## config.mk

```make
export PLATFORM = sky130hd
export DESIGN_NAME = mark_swap_ecc_stat
export DESIGN_NICKNAME = d
export VERILOG_FILES = /design/src/rtl/mark_swap_ecc_stat.sv
export SDC_FILE = /design/constraint.sdc
export NUM_CORES = 1
export LEC_CHECK = 0
export ABC_AREA = 1
export BUFFER_PORTS_ARGS = -buffer_cell sky130_fd_sc_hd__clkbuf_2
export CAP_MARGIN = 40
export CORE_AREA = 2 2 103 105
export CTS_CLUSTER_SIZE = 30
export DETAILED_ROUTE_END_ITERATION = 10
export DIE_AREA = 0 0 105 107
export GPL_TIMING_DRIVEN = 0
export PLACE_DENSITY = 0.88
export RECOVER_POWER = 100
export SYNTH_ARGS = -nofsm -noshare
export SYNTH_HDL_FRONTEND = slang
export SYNTH_SLANG_ARGS = --single-unit
export TNS_END_PERCENT = 20
```

## constraint.sdc

```tcl
create_clock -name clk -period 2.6 [get_ports clk]
set_input_delay 0.26 -clock clk [delete_from_list [all_inputs] [get_ports clk]]
set_output_delay 0.26 -clock clk [all_outputs]
set_load 0.02 [all_outputs]
```

## src/rtl/mark_swap_ecc_stat.sv

```systemverilog
module mark_swap_ecc_stat #(
  parameter int AW = 12,
  parameter int CW = 4,
  parameter int META_BYTES = 10
) (
  input  logic          clk,
  input  logic          rst_n,
  input  logic          start,
  input  logic          rd_mode,
  input  logic [AW-1:0] mark_off,
  input  logic [2:0]    mark_bit,
  input  logic [AW-1:0] meta_base,
  input  logic [CW-1:0] n_chunks,
  output logic          busy,
  output logic          done,
  output logic [CW+7:0] corr_cnt,
  output logic [CW+7:0] fail_cnt,
  output logic [AW-1:0] mem_addr,
  output logic          mem_we,
  output logic [7:0]    mem_wdata,
  input  logic [7:0]    mem_rdata
);
  localparam int STAT_OFF = ((META_BYTES + 3) / 4) * 4;
  localparam int SW = CW + 8;

  typedef enum logic [3:0] {IDLE, RA, RB, RM, RW, WA, WB, WM, SCAN, LAST} st_t;
  st_t st;

  logic [AW-1:0] off_q, meta_q;
  logic [2:0]    bit_q;
  logic [CW-1:0] n_q, idx;
  logic          rd_q, rv;
  logic [7:0]    b0, b1, m;

  wire [15:0] pair   = {b1, b0};
  wire [15:0] mask   = 16'h00ff << bit_q;
  wire [15:0] merged = (pair & ~mask) | ({8'h00, m} << bit_q);
  wire [15:0] shr    = pair >> bit_q;
  wire [7:0]  src    = shr[7:0];

  assign busy = (st != IDLE);

  always_comb begin
    case (st)
      RB, WB:  mem_addr = off_q + AW'(1);
      RM, WM:  mem_addr = meta_q;
      SCAN:    mem_addr = meta_q + AW'(STAT_OFF) + AW'(idx);
      default: mem_addr = off_q;
    endcase
  end

  assign mem_we    = (st == WA) || (st == WM) || ((st == WB) && (bit_q != 3'd0));
  assign mem_wdata = (st == WA) ? merged[7:0] : (st == WB) ? merged[15:8] : src;

  always_ff @(posedge clk) begin
    if (!rst_n) begin
      st <= IDLE; done <= 1'b0; rv <= 1'b0;
      corr_cnt <= '0; fail_cnt <= '0;
      off_q <= '0; meta_q <= '0; bit_q <= '0; n_q <= '0; rd_q <= 1'b0;
      idx <= '0; b0 <= '0; b1 <= '0; m <= '0;
    end else begin
      done <= 1'b0;
      rv   <= (st == SCAN);
      if (rv) begin
        if (mem_rdata == 8'hfe) fail_cnt <= fail_cnt + SW'(1);
        else if (mem_rdata != 8'h00 && mem_rdata != 8'hff)
          corr_cnt <= corr_cnt + SW'(mem_rdata);
      end
      case (st)
        IDLE: if (start) begin
          off_q <= mark_off; bit_q <= mark_bit; meta_q <= meta_base;
          n_q <= n_chunks; rd_q <= rd_mode;
          corr_cnt <= '0; fail_cnt <= '0;
          st <= RA;
        end
        RA: st <= RB;
        RB: begin b0 <= mem_rdata; st <= RM; end
        RM: begin b1 <= mem_rdata; st <= RW; end
        RW: begin m  <= mem_rdata; st <= WA; end
        WA: st <= WB;
        WB: st <= WM;
        WM: begin
          idx <= '0;
          if (rd_q && n_q != '0) st <= SCAN;
          else begin st <= IDLE; done <= 1'b1; end
        end
        SCAN: begin
          if (idx == n_q - CW'(1)) st <= LAST;
          else idx <= idx + CW'(1);
        end
        LAST: begin st <= IDLE; done <= 1'b1; end
        default: st <= IDLE;
      endcase
    end
  end
endmodule

```

==> results.sh, run 1 <==
export IMPL_fp_row_count=37
export IMPL_clock_fmax_mhz=366
export IMPL_hp_start="n_chunks[1]"
export IMPL_die_area_mm2=0.0112
export IMPL_fin_crit_ns=2.73
export IMPL_crit_required_ns=2.34
export IMPL_ys_seq_elements=90
export IMPL_portBuffers=89
export IMPL_dp_hpwl_um=12300
export IMPL_cts_sinks=90
export IMPL_cellPowerDensity_mw_per_mm2=535
export IMPL_ys_warn_count=0
export IMPL_drv_slew=0
export IMPL_io_pins=90
export IMPL_r2r_start="st[0]"
export IMPL_power_mw=3.55
export IMPL_nNetsFinal=1076
export IMPL_startpoint_type="flop"
export IMPL_antenna_cells=0
export IMPL_seq_area_frac_synth=0.312
export IMPL_violations="setup timing"
export IMPL_wl_per_cell_um=14.4
export IMPL_status="complete, but fails checks"
export IMPL_clk_latency_ns=0.37
export IMPL_skew_ns=0.00658
export IMPL_ir_drop_mv=0.373
export IMPL_leakage_nw=2.89
export IMPL_synth_fp_nets=973
export IMPL_die_height_um=107
export IMPL_hold_class="in2reg"
export IMPL_switchingPower_mw=1.21
export IMPL_setup_viol=6
export IMPL_cp_max_fo=7
export IMPL_max_cap_violations=0
export IMPL_initial_core_util=0.572
export IMPL_p_comb_frac=0.270
export IMPL_synthCells=907
export IMPL_antenna_found_initial=0
export IMPL_ctsHoldBuffers=0
export IMPL_setup_slack_ns=-0.131
export IMPL_grt_pass1_wl_um=26800
export IMPL_min_path_cells=3
export IMPL_slew_limit_headroom=0.609
export IMPL_hold_viol_final=0
export IMPL_grt_max_degree=14
export IMPL_gr_total_overflow=0
export IMPL_htree_levels=3
export IMPL_synth_distinct_cells=39
export IMPL_syn_area_mm2=0.00577
export IMPL_track_usage=0.293
export IMPL_cts_tree="built"
export IMPL_yosys_area_top_type="dfxtp_1"
export IMPL_period_share=1.05
export IMPL_grt_setup_unrepaired="true"
export IMPL_core_area_mm2=0.0101
export IMPL_drtPass1Iterations=5
export IMPL_synth_top_area_frac=0.312
export IMPL_cts_buffers_inserted=9
export IMPL_dr_total_vias=6420
export IMPL_clockPowerShare=0.294
export IMPL_cts_root_buf="clkbuf_8"
export IMPL_drt_iter0_markers=509
export IMPL_synth_avg_cell_area_um2=6.36
export IMPL_reg2reg_depth=10
export IMPL_r2r_setup_slack_ns=0.29
export IMPL_area_delta_synth_final_pct=14.8
export IMPL_end_kind="output pin"
export IMPL_p_int_mw=2.33
export IMPL_clk_pin_slew_ns=0.08
export IMPL_swShare=0.342
export IMPL_nFillCells=947
export IMPL_hold_end="n_q[1]"
export IMPL_reg2reg_to="fail_cnt[1]"
export IMPL_gp_congestion=0.979
export IMPL_ys_top_cells_by_area="dfxtp_1, nand2_1, o21ai_0"
export IMPL_place_ws_ns=0.112
export IMPL_ant_nets=0
export IMPL_arrival_ns=2.47
export IMPL_grt_pass1_vias=5814
export IMPL_p_seq_frac=0.436
export IMPL_die_w_um=105
export IMPL_final_layout_size_suffix_gt1_frac=0.120
export IMPL_route_detailed_drc=0
export IMPL_drt_total_wl_um=16600
export IMPL_worstMarginPinSlew_ns=0.586
export IMPL_cts_buffer_depth=2
export IMPL_path_class="reg2out"
export IMPL_routed_via_density=5.59
-- worst max-delay path, stage by stage, from the launching register on --
cell	delay [ns]
dfxtp_4	0.39
ha_1	0.21
ha_4	0.16
inv_2	0.04
fa_2	0.38
inv_2	0.09
nand3_2	0.08
nand2_2	0.11
nand3_2	0.09
nor2_1	0.12
nand2_1	0.06
nand3_1	0.08
nand4_1	0.12
clkbuf_8	0.18
-- how the worst max path moves through the flow --
| stage | end | slack, ns | depth (start not counted) | start |
|---|---|---|---|---|
| after global placement | mem_addr[7] | 0.16 | 11 | idx[2] |
| after CTS | mem_addr[11] | -0.07 | 13 | idx[1] |
| after detailed placement | mem_addr[7] | 0.11 | 11 | idx[2] |
| after floorplan | mem_addr[11] | 0.42 | 11 | idx[2] |
| after global routing | mem_addr[11] | -0.23 | 13 | meta_q[0] |
| final | mem_addr[11] | -0.13 | 13 | idx[0] |
-- placed cells by master, fill, tap and decap left out, types with 8 or more instances in the layout --
cell type	Yosys	routed
o21ai_0	129	127
nand3_1	72	69
ha_1	21	17
buf_4	5	8
nand2_1	195	196
buf_2	10	10
clkbuf_1	10	44
dfxtp_1	90	86
a21oi_1	82	81
nor2_1	110	115
clkbuf_2	0	55
inv_1	97	98
clkbuf_8	0	12
nor3_1	9	9
-- per-stage QoR --
| step | hold WS, ns | utilization | std cells | instance area, um2 | TNS (ns) |
|---|---|---|---|---|---|
| floorplan | 0.395 | - | 907 | 5770 | 0 |
| global placement | 0.445 | 0.633 | 1132 | 6380 | 0 |
| detailed placement | 0.455 | 0.633 | 1132 | 6380 | 0 |
| CTS | 0.152 | 0.661 | 1148 | 6670 | -0.261 |
| global route | 0.163 | 0.656 | 1149 | 6620 | -1.13 |
| finish | 0.164 | 0.656 | 1149 | 6620 | -0.349 |
-- cells by family (layout without fill, tap and decap cells) --
family | Yosys count | after routing | synth area share
AO/OA/AOI/OAI | 235 | 235 | 0.215
XOR/XNOR | 10 | 10 | 0.0152
adder cells (fa/ha/maj) | 23 | 23 | 0.0525
buffers and inverters | 133 | 239 | 0.0933
flip-flops | 90 | 90 | 0.312
multiplexers | 1 | 1 | 0.00174
AND/OR/NAND/NOR | 415 | 415 | 0.310
-- sequential cells by signal, summed over array words and instances (netlist names), 3 cells and up --
name	cells
corr_cnt	12
fail_cnt	12
meta_q	12
off_q	12
b0	8
b1	8
m	8
idx	4
n_q	4
st	4
bit_q	3
-- layout make-up --
| cell class | instances | area, um2 | area share |
|---|---|---|---|
| repair buffers | 92 | 452 | 0.0682 |
| clock buffers | 11 | 141 | 0.0213 |
| well taps | 136 | 170 | 0.0257 |
| multi-input cells | 684 | 3450 | 0.521 |
| flip-flops and latches | 90 | 1820 | 0.274 |
| plain buffers | 26 | 123 | 0.0185 |
| inverters | 107 | 402 | 0.0606 |
| clock inverters | 3 | 65.1 | 0.00982 |
-- what timing repair did --
item                                    CTS  global route
pin swaps                                 3             6
gates resized for setup                  20            14
endpoints found under the setup margin    8             8
buffers inserted                          2             1
-- metal layers --
| metal | vias up | global-route usage | routed length (um) |
|---|---|---|---|
| met5 | - | 0 | 0 |
| met4 | 0 | 0.0990 | 401 |
| met3 | 37 | 0.0663 | 1510 |
| met2 | 264 | 0.472 | 7500 |
| met1 | 2911 | 0.390 | 7160 |
| li1 | 3208 | - | - |
-- synth_stat cells, drive strengths merged --
library cell and number:
and3 1, buf 16, o221ai 1, clkbuf 10, clkinv 2, nor3 11, mux2i 1, o21a 1
nand3 72, nor4 1, nand2 198, o22ai 3, nand4 6, a31oi 3, xnor2 6, fa 2
a211oi 2, a221oi 2, o211ai 5, o2111ai 5, nor2 120, or2 6, ha 21, a21boi 1
a21o 1, a21oi 82, inv 105, o21ai 129, xor2 4, dfxtp 90
-- power groups by stage --
stage	Clock [mW]	Sequential, mW	Combinational (mW)
final	1.04	1.54	0.958
after global routing	1.09	1.56	1.06
after CTS	1.05	1.54	0.958
after detailed placement	0	1.58	0.932
after global placement	0	1.57	0.924
after floorplan	0	1.55	0.665
Note: power is estimated with default switching activity, not from simulation.
==> inputs of run 2 (changes only) <==
Settings changed: PLACE_DENSITY 0.88 to 0.8.
==> results.sh, run 2 (synthesis results as in run 1) <==
export IMPL_status="complete, but fails checks"
export IMPL_violations="setup timing"
export IMPL_ir_drop_mv=0.364
export IMPL_arrival_ns=2.35
export IMPL_route_detailed_drc=0
export IMPL_critPathTopFamily="adder cells"
export IMPL_crit_end="mem_addr[7]"
export IMPL_slew_limit_headroom=0.622
export IMPL_cellPowerDensity_mw_per_mm2=521
export IMPL_routed_via_density=5.52
export IMPL_path_cells="ha_4 > ha_4 > inv_2 > fa_2 > inv_2 > nand3_2 > nand2_2 > nand2_1 > o21ai_1 > o211ai_1 > nand4_1 > clkbuf_4"
export IMPL_clock_fmax_mhz=383
export IMPL_drt_iter0_markers=421
export IMPL_cts_sinks=90
export IMPL_switchingPower_mw=1.26
export IMPL_layout_common_cells="nand2_1, o21ai_0, nor2_1"
export IMPL_fp_row_count=37
export IMPL_r2r_start="st[2]"
export IMPL_skew_ns=0.0126
export IMPL_clk_latency_ns=0.36
export IMPL_p_comb_frac=0.283
export IMPL_final_common_cell="nand2_1"
export IMPL_p_int_mw=2.24
export IMPL_io_pins=90
export IMPL_initial_core_util=0.572
export IMPL_antenna_found_initial=0
export IMPL_grt_pass1_vias=5828
export IMPL_htree_levels=3
export IMPL_grt_setup_unrepaired="true"
export IMPL_startpoint_type="flop"
export IMPL_reg2reg_to="m[0]"
export IMPL_ant_nets=0
export IMPL_core_area_mm2=0.0101
export IMPL_gp_congestion=0.993
export IMPL_drt_total_wl_um=16500
export IMPL_die_height_um=107
export IMPL_crit_path_max_incr_delay_ns=0.36
export IMPL_p_seq_frac=0.441
export IMPL_end_kind="output pin"
export IMPL_crit_buf_inv=3
export IMPL_r2r_setup_slack_ns=0.78
export IMPL_die_area_mm2=0.0112
export IMPL_drv_slew=0
export IMPL_dp_hpwl_um=12400
export IMPL_hold_viol_final=0
export IMPL_fin_hold_ws_ns=0.171
export IMPL_setup_viol=2
export IMPL_ctsHoldBuffers=0
export IMPL_setup_worst_path_start="idx[1]"
export IMPL_grt_pass1_wl_um=27100
export IMPL_gr_total_overflow=0
export IMPL_nNetsFinal=1079
export IMPL_period_share=1.00
export IMPL_max_cap_violations=0
export IMPL_leakage_nw=2.96
export IMPL_antenna_cells=0
export IMPL_dr_total_vias=6371
export IMPL_cts_buffer_depth=2
export IMPL_hold_class="in2reg"
export IMPL_fin_crit_ns=2.61
export IMPL_wl_per_cell_um=14.3
export IMPL_die_w_um=105
export IMPL_fin_setup_tns_ns=-0.0168
export IMPL_path_class="reg2out"
export IMPL_track_usage=0.297
export IMPL_cts_tree="built"
export IMPL_cts_root_buf="clkbuf_8"
export IMPL_clockPowerShare=0.276
export IMPL_portBuffers=89
export IMPL_final_area_mm2=0.00673
export IMPL_swShare=0.361
export IMPL_cp_max_fo=3
export IMPL_area_delta_synth_final_pct=16.6
export IMPL_setup_slack_ns=-0.0101
export IMPL_cts_buffers_inserted=9
export IMPL_final_layout_size_suffix_gt1_frac=0.155
export IMPL_crit_required_ns=2.34
export IMPL_reg2reg_depth=7
export IMPL_crit_path_top_delay_cell="dfxtp_4"
export IMPL_grt_max_degree=16
export IMPL_dpl_instance_area_mm2=0.00638
export IMPL_worstMarginPinSlew_ns=0.567
export IMPL_drtPass1Iterations=5
export IMPL_cp_num_cells=12
export IMPL_clk_pin_slew_ns=0.09
[run 2: changes by cell type in the layout (fill, tap and decap cells not counted), moves of 3 or more]
cell / previous run / this run
nand2_1: 196 / 192
nor2_1: 115 / 112
clkbuf_2: 55 / 66
clkbuf_1: 44 / 27
nor2_4: 1 / 5
inv_1: 98 / 95
buf_4: 8 / 12
inv_2: 6 / 9
[run 2: routing by layer]
metal	part of all wire	GRT usage	up-vias	wire length [um]
met1	0.46	0.400	2904	7540
met5	0	0	-	0
met3	0.074	0.0608	30	1220
met4	0.019	0.0924	0	314
met2	0.45	0.481	222	7470
li1	-	-	3215	-
[run 2: worst min path at each step]
stage | start | endpoint | slack (ns) | depth (start not counted)
finish | meta_base[8] | meta_q[8] | 0.17 | 3
global route | meta_base[0] | meta_q[0] | 0.17 | 3
CTS | meta_base[5] | meta_q[5] | 0.16 | 3
detailed placement | rd_q | rd_q | 0.45 | 2
global placement | rd_q | rd_q | 0.45 | 2
floorplan | mem_rdata[2] | m[2] | 0.39 | 2
[run 2: power groups by stage]
stage,sequential (mW),combinational (mW),clock (mW)
6_report,1.54,0.993,0.967
5_1_grt,1.56,1.11,1.04
4_1_cts,1.54,0.966,0.974
3_5_place_dp,1.58,0.940,0
3_3_place_gp,1.58,0.934,0
2_1_floorplan,1.55,0.665,0
[run 2: stage by stage]
| stage | total power [mW] | cells | setup slack [ns] | util |
|---|---|---|---|---|
| 2_1_floorplan | 2.22 | 907 | 0.421 | - |
| 3_3_place_gp | 2.51 | 1132 | 0.160 | 0.633 |
| 3_5_place_dp | 2.52 | 1132 | 0.137 | 0.633 |
| 4_1_cts | 3.48 | 1150 | 0.00175 | 0.663 |
| 5_1_grt | 3.70 | 1154 | -0.151 | 0.667 |
| 6_report | 3.50 | 1154 | -0.0101 | 0.667 |
[run 2: tightest hold or removal path: cells and delay by family]
| family | cells | cell delay (ns) |
|---|---|---|
| buffers and inverters | 1 | 0.07 |
| AO/OA/AOI/OAI | 2 | 0.17 |
[run 2: what timing repair did]
item                                    4_1_cts  5_1_grt
pin swaps                                     4        7
endpoints found under the setup margin        8        6
buffers inserted                              2        4
resized for setup                            25       17
[run 2: cell type report]
type,count,area (um2)
inverter,107,404
buffer,26,136
tap,136,170
fill,985,3370
sequential,90,1820
clock buffer,9,124
timing repair buffer,95,489
clock inverter,7,68.8
multi-input combinational,684,3520
